### src/rtl/pbp_pkg.sv
package pbp_pkg;

  typedef enum logic [1:0] {
    ST_IDLE = 2'd0,
    ST_RUN  = 2'd1,
    ST_FIN  = 2'd2
  } pbp_state_e;

  // one predicate bit from a field
  function automatic logic fold_terms(input logic [3:0] terms, input logic use_or);
    return use_or ? (|terms) : (&terms);
  endfunction

  // group size in vector mode, as a mask of the slot bits
  function automatic logic [6:0] slot_mask(input logic [1:0] code);
    return 7'((7'd1 << code) - 7'd1);
  endfunction

endpackage

### src/rtl/pbp_reduce.sv
module pbp_reduce (
  input  logic [3:0] mask,
  input  logic [3:0] mode,
  input  logic [3:0] field,
  input  logic       use_or,
  output logic [3:0] terms,
  output logic       pred
);
  import pbp_pkg::*;

  for (genvar k = 0; k < 4; k++) begin : g_term
    assign terms[k] = mask[k] & ~(mode[k] ^ field[k]);
  end

  assign pred = fold_terms(terms, use_or);

endmodule

### src/rtl/pbp_seq.sv
module pbp_seq #(
  parameter int LEN_W      = 7,
  parameter int MAX_SCALAR = 64
) (
  input  logic             clk,
  input  logic             rst_n,
  input  logic             start,
  input  logic [LEN_W-1:0] len_in,
  input  logic             vec_in,
  output logic             load,
  output logic             busy,
  output logic             fire,
  output logic             last,
  output logic [LEN_W-1:0] idx,
  output logic             done
);
  import pbp_pkg::*;

  localparam logic [LEN_W-1:0] SCALAR_CAP = LEN_W'(MAX_SCALAR);

  pbp_state_e       state_q;
  logic [LEN_W-1:0] len_q;
  logic [LEN_W-1:0] idx_q;
  logic [LEN_W-1:0] eff_len;
  logic             zero_len;

  assign eff_len  = (!vec_in && (len_in > SCALAR_CAP)) ? SCALAR_CAP : len_in;
  assign zero_len = (eff_len == '0);
  assign load     = (state_q == ST_IDLE) && start;
  assign busy     = (state_q != ST_IDLE);
  assign fire     = (state_q == ST_RUN);
  assign last     = fire && (idx_q == len_q - LEN_W'(1));
  assign idx      = idx_q;

  always_ff @(posedge clk or negedge rst_n) begin
    if (!rst_n) begin
      state_q <= ST_IDLE;
      len_q   <= '0;
      idx_q   <= '0;
      done    <= 1'b0;
    end else begin
      done <= 1'b0;
      unique case (state_q)
        ST_IDLE: begin
          if (start) begin
            len_q <= eff_len;
            idx_q <= '0;
            if (zero_len) done <= 1'b1;
            else          state_q <= ST_RUN;
          end
        end
        ST_RUN: begin
          idx_q <= idx_q + LEN_W'(1);
          if (last) state_q <= ST_FIN;
        end
        ST_FIN: begin
          done    <= 1'b1;
          state_q <= ST_IDLE;
        end
        default: state_q <= ST_IDLE;
      endcase
    end
  end

  // completion is a single-cycle pulse
  p_done_pulse_r10: assert property (@(posedge clk) disable iff (!rst_n)
    done |=> !done);

  // the element counter stays inside the captured length
  p_idx_bound_r8: assert property (@(posedge clk) disable iff (!rst_n)
    fire |-> (idx_q < len_q));

  // a start pulse during a run leaves the captured length alone
  p_start_ignored_r13: assert property (@(posedge clk) disable iff (!rst_n)
    (fire && start) |=> (len_q == $past(len_q)));

  // scalar runs never exceed the cap
  p_scalar_cap_r12: assert property (@(posedge clk) disable iff (!rst_n)
    (load && !vec_in) |=> (len_q <= SCALAR_CAP));

endmodule

### src/rtl/pbp_packer.sv
module pbp_packer #(
  parameter int DATA_W = 64,
  parameter int LEN_W  = 7,
  parameter int REG_W  = 5
) (
  input  logic              clk,
  input  logic              rst_n,
  input  logic              load,
  input  logic              fire,
  input  logic              last,
  input  logic [LEN_W-1:0]  idx,
  input  logic              pred,
  input  logic              vec,
  input  logic [1:0]        width,
  input  logic [REG_W-1:0]  base,
  output logic              wr_valid,
  output logic [REG_W-1:0]  wr_reg,
  output logic [DATA_W-1:0] wr_data
);
  import pbp_pkg::*;

  localparam int POS_W = $clog2(DATA_W);

  logic [DATA_W-1:0] acc_q;
  logic [DATA_W-1:0] acc_next;
  logic [LEN_W-1:0]  slot;
  logic [POS_W-1:0]  pos;
  logic [LEN_W-1:0]  group;
  logic              group_end;
  logic              flush;

  assign slot      = idx & slot_mask(width);
  assign pos       = vec ? POS_W'(slot) : POS_W'(idx);
  assign group     = idx >> width;
  assign group_end = vec && (slot == slot_mask(width));
  assign flush     = fire && (group_end || last);
  assign acc_next  = acc_q | (DATA_W'(pred) << pos);

  always_ff @(posedge clk or negedge rst_n) begin
    if (!rst_n) begin
      acc_q    <= '0;
      wr_valid <= 1'b0;
      wr_reg   <= '0;
      wr_data  <= '0;
    end else begin
      wr_valid <= flush;
      if (load) begin
        acc_q <= '0;
      end else if (fire) begin
        acc_q <= flush ? '0 : acc_next;
      end
      if (flush) begin
        wr_data <= acc_next;
        wr_reg  <= vec ? (base + REG_W'(group)) : base;
      end
    end
  end

  // bits above the group are zero in vector writes
  p_upper_zero_r3: assert property (@(posedge clk) disable iff (!rst_n)
    (wr_valid && vec) |-> ((wr_data >> (7'd1 << width)) == '0));

  // scalar writes always target the base register
  p_scalar_reg_r7: assert property (@(posedge clk) disable iff (!rst_n)
    (wr_valid && !vec) |-> (wr_reg == base));

  // the accumulator is empty again after every write
  p_acc_clear_r9: assert property (@(posedge clk) disable iff (!rst_n)
    wr_valid |-> (acc_q == '0));

endmodule

### src/rtl/pbp_unit.sv
module pbp_unit #(
  parameter int DATA_W = 64,
  parameter int LEN_W  = 7,
  parameter int REG_W  = 5
) (
  input  logic              clk,
  input  logic              rst_n,
  input  logic              start,
  input  logic [3:0]        cfg_mask,
  input  logic [3:0]        cfg_mode,
  input  logic              cfg_any,
  input  logic [1:0]        cfg_width,
  input  logic [LEN_W-1:0]  cfg_len,
  input  logic [REG_W-1:0]  cfg_base,
  input  logic              cfg_vec,
  output logic [LEN_W-1:0]  fld_idx,
  input  logic [3:0]        fld_bits,
  output logic              wr_valid,
  output logic [REG_W-1:0]  wr_reg,
  output logic [DATA_W-1:0] wr_data,
  output logic              busy,
  output logic              done
);

  logic [3:0]       mask_q;
  logic [3:0]       mode_q;
  logic             any_q;
  logic [1:0]       width_q;
  logic [REG_W-1:0] base_q;
  logic             vec_q;

  logic             load;
  logic             fire;
  logic             last;
  logic [LEN_W-1:0] idx;
  logic [3:0]       terms;
  logic             pred;

  always_ff @(posedge clk or negedge rst_n) begin
    if (!rst_n) begin
      mask_q  <= '0;
      mode_q  <= '0;
      any_q   <= 1'b0;
      width_q <= '0;
      base_q  <= '0;
      vec_q   <= 1'b0;
    end else if (load) begin
      mask_q  <= cfg_mask;
      mode_q  <= cfg_mode;
      any_q   <= cfg_any;
      width_q <= cfg_width;
      base_q  <= cfg_base;
      vec_q   <= cfg_vec;
    end
  end

  pbp_seq #(.LEN_W(LEN_W), .MAX_SCALAR(DATA_W)) u_seq (
    .clk    (clk),
    .rst_n  (rst_n),
    .start  (start),
    .len_in (cfg_len),
    .vec_in (cfg_vec),
    .load   (load),
    .busy   (busy),
    .fire   (fire),
    .last   (last),
    .idx    (idx),
    .done   (done)
  );

  pbp_reduce u_reduce (
    .mask   (mask_q),
    .mode   (mode_q),
    .field  (fld_bits),
    .use_or (any_q),
    .terms  (terms),
    .pred   (pred)
  );

  pbp_packer #(.DATA_W(DATA_W), .LEN_W(LEN_W), .REG_W(REG_W)) u_pack (
    .clk      (clk),
    .rst_n    (rst_n),
    .load     (load),
    .fire     (fire),
    .last     (last),
    .idx      (idx),
    .pred     (pred),
    .vec      (vec_q),
    .width    (width_q),
    .base     (base_q),
    .wr_valid (wr_valid),
    .wr_reg   (wr_reg),
    .wr_data  (wr_data)
  );

  assign fld_idx = idx;

  // no write request during the completion pulse
  p_done_quiet_r10: assert property (@(posedge clk) disable iff (!rst_n)
    done |-> !wr_valid);

  // a masked-off position never contributes a true term
  p_mask_gate_r1: assert property (@(posedge clk) disable iff (!rst_n)
    fire |-> ((terms & ~mask_q) == 4'b0000));

  // an AND reduction needs every mask bit set to give 1
  p_and_full_mask_r2: assert property (@(posedge clk) disable iff (!rst_n)
    (fire && !any_q && pred) |-> (mask_q == 4'b1111));

endmodule

### config.mk
export PLATFORM = sky130hd
export DESIGN_NAME = pbp_unit
export DESIGN_NICKNAME = d
export VERILOG_FILES = /design/src/rtl/pbp_pkg.sv /design/src/rtl/pbp_reduce.sv /design/src/rtl/pbp_seq.sv /design/src/rtl/pbp_packer.sv /design/src/rtl/pbp_unit.sv
export SDC_FILE = /design/constraint.sdc
export NUM_CORES = 1
export LEC_CHECK = 0
export CORE_ASPECT_RATIO = 2
export CORE_UTILIZATION = 55
export CTS_BUF_LIST = sky130_fd_sc_hd__clkbuf_8
export DETAILED_ROUTE_END_ITERATION = 7
export GPL_TIMING_DRIVEN = 0
export MAX_ROUTING_LAYER = met4
export PLACE_DENSITY = 0.8
export RECOVER_POWER = 100
export SYNTH_ARGS = -nofsm -noshare
export SYNTH_HDL_FRONTEND = slang
export SYNTH_SLANG_ARGS = --single-unit
export TNS_END_PERCENT = 50
### constraint.sdc
create_clock -name clk -period 8.3 [get_ports clk]
set_input_delay 2.49 -clock clk [delete_from_list [all_inputs] [get_ports clk]]
set_output_delay 2.49 -clock clk [all_outputs]
set_load 0.01 [all_outputs]
# After elaboration in Yosys (flattened, before gate mapping)

Cells that the tools add are included.

Register bits after elaboration: 168
Input bits: 31
Output and inout bits: 79
Word-level logic and storage cells: 76

Add/subtract/negate cells: 4
Magnitude comparators: 1
Eq/ne operators: 7
Shift operators: 3
Mux-type cells: 16
Bitwise logic cells: 14
Reductions and logical operators: 17

Operators with widths:

| operator                                         | number |
|---|---|
| 2-to-1 mux 64 bit                                | 3 |
| bitwise OR 64 bit                                | 1 |
| left shift 1 x 6 -> 64 bit                       | 1 |
| == test 7 bit                                    | 2 |
| 2-to-1 mux 7 bit                                 | 2 |
| one-hot mux 7 bit (2 select lines)               | 1 |
| subtractor 7 x 1 -> 7 bit, second input constant | 2 |
| adder 7 x 1 -> 7 bit, second input constant      | 1 |
| AND 7 bit                                        | 1 |
| > comparator 7 bit, second input constant        | 1 |
| zero test 7 bit                                  | 1 |
| left shift 1 x 2 -> 7 bit, first input constant  | 1 |
| >> shifter 7 x 2 -> 5 bit                        | 1 |
| 2-to-1 mux 2 bit                                 | 3 |
| 2-to-1 mux 6 bit                                 | 1 |
| inequality test 2 bit, second input constant     | 3 |
| nonzero test 2 bit                               | 3 |
| adder 5 bit                                      | 1 |
| logical AND 1 bit                                | 5 |
| 2-to-1 mux 5 bit                                 | 1 |
| AND 1 bit                                        | 4 |
| NOT 1 bit                                        | 4 |
| one-hot mux 2 bit (2 select lines)               | 1 |
| AND reduction 2 bit                              | 2 |
| other kinds (11)                                 | 16 |

# Logic depth before layout (Yosys ltp)

Word-level depth: 10
Gate-level depth with buffers: 13
Mapped depth without buffers: 10

# By module

From an unflattened synthesis, not the netlist that was laid out.

Cells, all modules: 707
Area, all modules: 7,613.6 um^2

Modules (own cells, without submodules):

| module     | times used | cells each | area an instance (um^2) | sequential area each (um^2) |
|---|---|---|---|---|
| pbp_packer | 1          | 550        | 5,873.1                 | 3,353.2 |
| pbp_seq    | 1          | 106        | 962.2                   | 425.4 |
| pbp_unit   | 1          | 36         | 685.7                   | 425.4 |
| pbp_reduce | 1          | 15         | 92.6                    | 0.0 |

# Worst setup path after synthesis

OpenSTA, ideal clock, no wires.

Path kind: in2reg
Start: in fld_bits[1]
End: reg u_pack.acc_q[11]
Setup time: 0.122 ns
Arrival time: 3.848 ns
Data required time: 8.178 ns
Path slack: 4.330 ns
Stages on the path: 6
Buffers on the path: 1
Cells stage by stage: xnor2_1 a222oi_1 o22a_1 nor2_1 clkbuf_1 a32o_1

Word-level cells in the longest chain between the ends: 10
Elaborated cells on any way between the ends: 11
Classes of those cells: shift: 1; mux: 4; bitwise: 4; reduce/logical: 2

RTL lines:

| what                                                      | line             | text |
|---|---|---|
| start: declaration                                        | pbp_unit.sv:17   | `input logic [3:0] fld_bits,` |
| XOR 1 bit (*)                                             | pbp_reduce.sv:12 | `assign terms[k] = mask[k] & ~(mode[k] ^ field[k]);` |
| NOT 1 bit (*)                                             | pbp_reduce.sv:12 |  |
| AND 1 bit (*)                                             | pbp_reduce.sv:12 |  |
| AND reduction 4 bit or OR reduction 4 bit (tied branches) | pbp_pkg.sv:11    | `return use_or ? (\|terms) : (&terms);` |
| 2-to-1 mux 1 bit (*)                                      | pbp_pkg.sv:11    |  |
| left shift 1 x 6 -> 64 bit (*)                            | pbp_packer.sv:37 | `assign acc_next = acc_q \| (DATA_W'(pred) << pos);` |
| bitwise OR 64 bit (*)                                     | pbp_packer.sv:37 |  |
| 2-to-1 mux 64 bit (*)                                     | pbp_packer.sv:50 | `acc_q <= flush ? '0 : acc_next;` |
| 2-to-1 mux 64 bit (*)                                     | pbp_packer.sv:49 | `end else if (fire) begin` |
| 2-to-1 mux 64 bit (*)                                     | pbp_packer.sv:47 | `if (load) begin` |
| end signal: assignment                                    | pbp_packer.sv:50 |  |
| end: declaration                                          | pbp_packer.sv:24 | `logic [DATA_W-1:0] acc_q;` |

Every way passes the cells marked *; elsewhere a longest branch is shown, timed or not. The select of a mux whose other input is x is not followed.
A chain may end at the register's enable or synchronous reset.

==> reports/results.tsv <==
stage	metric	value	unit
cts	Num CTS Buffers	17	
worst_setup_path	worst reg2reg setup slack	3810	ps
yosys	top cell type by total area after synthesis	dfrtp_1	
sta	Worst Skew	10.2	ps
hold_path	worst hold path type	flop to flop	
worst_setup_path	critical path endpoint category	async pin	
yosys	Syn Nets	725	
sta	Slew Limit Fails	62	
global_routing	initial antenna violation count	0	
cts	Root Buffer	clkbuf_8	
drt	via count	6075	
pwr	PD cells	324	nW/um2
global_routing	global-route wire length before repair	31.9	mm
final_layout	fraction of layout cells with a size suffix above 1	11.6	%
pwr	Lkg Pwr	4.30	nW
final_layout	fill count	1094	
yosys	Synthesis Warnings	0	
final_layout	Non-Filler Instances	1019	
floorplanning	Starting Density	55.9	%
yosys	Mapped Cells	686	
final_layout	Final Cell Area	9760	um2
yosys	synthesis-stage register bit count	168	
yosys	share of the synthesized area in the top cell type	52.6	%
global_routing	vias in the first global route	6400	
cts	Worst-path clk slew	90	ps
floorplanning	die height	172	um
place	DP Wirelength	14.9	mm
sta	Hold Vio Cnt, Final	0	
yosys	synthesized area	7990	um2
yosys	syn_area_per_cell	11.6	um2
final_layout	layout overhead on the synthesized area	22.3	%
global_routing	M1 GR Usage	29.7	%
worst_setup_path	Top delay family on crit path	buffers and inverters	
drt	routed len/inst	19.8	um
cts	CTS tree	yes	
worst_setup_path	CP required	8130	ps
drt	routed vias/inst	5.96	
drt	drt total wl	20.2	mm
worst_setup_path	Buf/Inv on CP	1	
yosys	post-synth cell types	59	
worst_setup_path	Worst EP arrival	4860	ps
worst_setup_path	Slowest-stage cell, CP	clkbuf_1	
place	GP Congestion	0.853	
place	placed cell count	988	
cts	CTS hold repair buffers	0	
global_routing	Tot GR Track Use	29.3	%
sta	fmax	199	MHz
global_routing	global route hottest layer	met2	
cts	H-tree levels	4	
yosys	leading post-synthesis cells by cell area	dfrtp_1 53%, mux2i_1 7.3%, a32o_1 7.0%, a21oi_1 3.8%, inv_1 3.1%	
sta	RSZ-0062 raised after global routing	no	
global_routing	met2 GRT Util	52.3	%
yosys	Post-synth ARST share	100	%
cts	Max clock buf depth	2	
final_layout	Largest regs	u_pack.acc_q x64, u_pack.wr_data x64	
sta	Slew headroom	-124	%
pwr	VDD IR max	0.151	mV
outcome	failing checks	max-capacitance violations, max-slew violations	
worst_setup_path	CP Class	input port to async pin	
drt	Final ANT Viol Nets	0	
place	Placed Area	9350	um2
floorplanning	row count	62	
cts	post-cts resize count	0	
sta	fin crit period	5030	ps
flow_run	maxcap violations	1	
global_routing	met3 GRT Util	4.53	%
drt	Initial DRC Count	401	
sta	period utilisation layout	60.6	%
floorplanning	core box area	14300	um2
worst_setup_path	worst-path fanout max	62	
floorplanning	Die Wd	87.2	um
drt	DRC	0	
worst_setup_path	CP cell instances	clkbuf_1	
yosys	Seq/Total Area, Yosys	52.6	%
final_layout	n_diodes	0	
outcome	status	finished, violations left	
place	number of I/O port buffers	109	
floorplanning	die area	15000	um2
cts	clk_lat worst skew	470	ps
cts	clk sink count	168	
sta	Setup violations, final	0	
sta	Worst Max-Slew Pin Slew	3360	ps
drt	first drt pass iteration count	4	
global_routing	largest net degree at the start of global routing	108	
floorplanning	Ports	110	
yosys	Synth Flop Type	dfrtp_1	
global_routing	GRT Residual Overflow	0	
cts	Post CTS Setup Buffer Count	0	
worst_setup_path	CP startpoint kind	input port	
worst_setup_path	CP max stage delay	2320	ps
yosys	Post-synth EDFFs	0	
final_layout	Final nets	854	
cell usage in the layout, fill, tap and decap left out, types with 9 or more instances in the layout:
cell type,count
dfrtp_1,168
nand3_1,12
xnor2_1,10
a32o_1,56
clkbuf_8,17
mux2_1,13
dlygate4sd3_1,82
clkdlybuf4s50_1,26
inv_1,67
mux2_2,20
o21ai_0,9
o21bai_1,9
nand2_1,34
clkbuf_1,29
nor2_1,20
a21oi_1,61
mux2i_1,58
area by class of cell:
cell class | instances | area, um2 | share of cell area [%]
sequential | 168 | 4200 | 43.1
inverter | 67 | 251 | 2.58
clock buffer | 17 | 234 | 2.40
tap | 192 | 240 | 2.46
timing repair buffer | 110 | 1110 | 11.4
clock inverter | 14 | 248 | 2.54
buffer | 49 | 262 | 2.68
multi-input combinational | 402 | 3210 | 32.9
logic make-up (layout without fill, tap and decap cells):
logic type	after synthesis	in the layout	synth area share, %
flip-flops	168	168	52.6
buffers and inverters	116	257	6.66
XOR/XNOR	18	18	1.97
AO/OA/AOI/OAI	174	174	16.9
AND/OR/NAND/NOR	108	108	7.74
adder cells (fa/ha/maj)	8	8	1.35
multiplexers	94	94	12.8
worst paths after layout:
kind	startpoint	to	cells after the start
worst max register to register	u_seq.len_q[0]$_DFFE_PN0P_	u_pack.wr_data[60]$_DFFE_PN0P_	11
worst min register to register	u_pack.wr_data[2]$_DFFE_PN0P_	u_pack.wr_data[2]$_DFFE_PN0P_	1
worst min-delay path	u_pack.wr_data[2]$_DFFE_PN0P_	u_pack.wr_data[2]$_DFFE_PN0P_	1
min in group asynchronous	rst_n	u_seq.len_q[0]$_DFFE_PN0P_	1
worst max-delay path	rst_n	u_pack.wr_data[41]$_DFFE_PN0P_	1
max in group clk	fld_bits[1]	u_pack.wr_data[55]$_DFFE_PN0P_	8
stage by stage:
| stage | setup WS (ps) | hold slack (ps) | utilization [%] | total power, mW | setup TNS [ps] |
|---|---|---|---|---|---|
| after floorplan | 4330 | 440 | - | 2.06 | 0 |
| after CTS | 3620 | 490 | 68.9 | 3.23 | 0 |
| final | 3270 | 485 | 68.4 | 3.17 | 0 |
| after detailed placement | 3120 | 474 | 65.5 | 2.53 | 0 |
| after global placement | -1700 | 471 | 65.3 | 2.47 | -283150 |
| after global routing | 2590 | 494 | 68.4 | 3.34 | 0 |
synth_stat cells (all sizes together), types with 5 or more instances:
| cell | instances |
|---|---|
| a21oi | 61 |
| a22o | 6 |
| a32o | 56 |
| buf | 27 |
| clkbuf | 22 |
| dfrtp | 168 |
| ha | 7 |
| inv | 67 |
| mux2 | 33 |
| mux2i | 58 |
| nand2 | 34 |
| nand2b | 8 |
| nand3 | 13 |
| nor2 | 20 |
| nor3 | 7 |
| nor3b | 5 |
| o21ai | 12 |
| o21bai | 9 |
| o22ai | 12 |
| xnor2 | 10 |
| xor2 | 8 |
power breakdown:
| group | internal (mW) | switching [mW] | total, mW |
|---|---|---|---|
| clock network | 0.390 | 0.315 | 0.705 |
| registers | 0.987 | 0.119 | 1.11 |
| logic | 0.581 | 0.774 | 1.35 |
| total | 1.96 | 1.21 | 3.17 |
metal layers:
layer | wire length (um) | up-vias
met5 | 0 | -
met4 | 947 | 0
met3 | 877 | 63
met2 | 11100 | 220
met1 | 7230 | 3050
li1 | - | 2742
(Power assumes the default switching activity.)
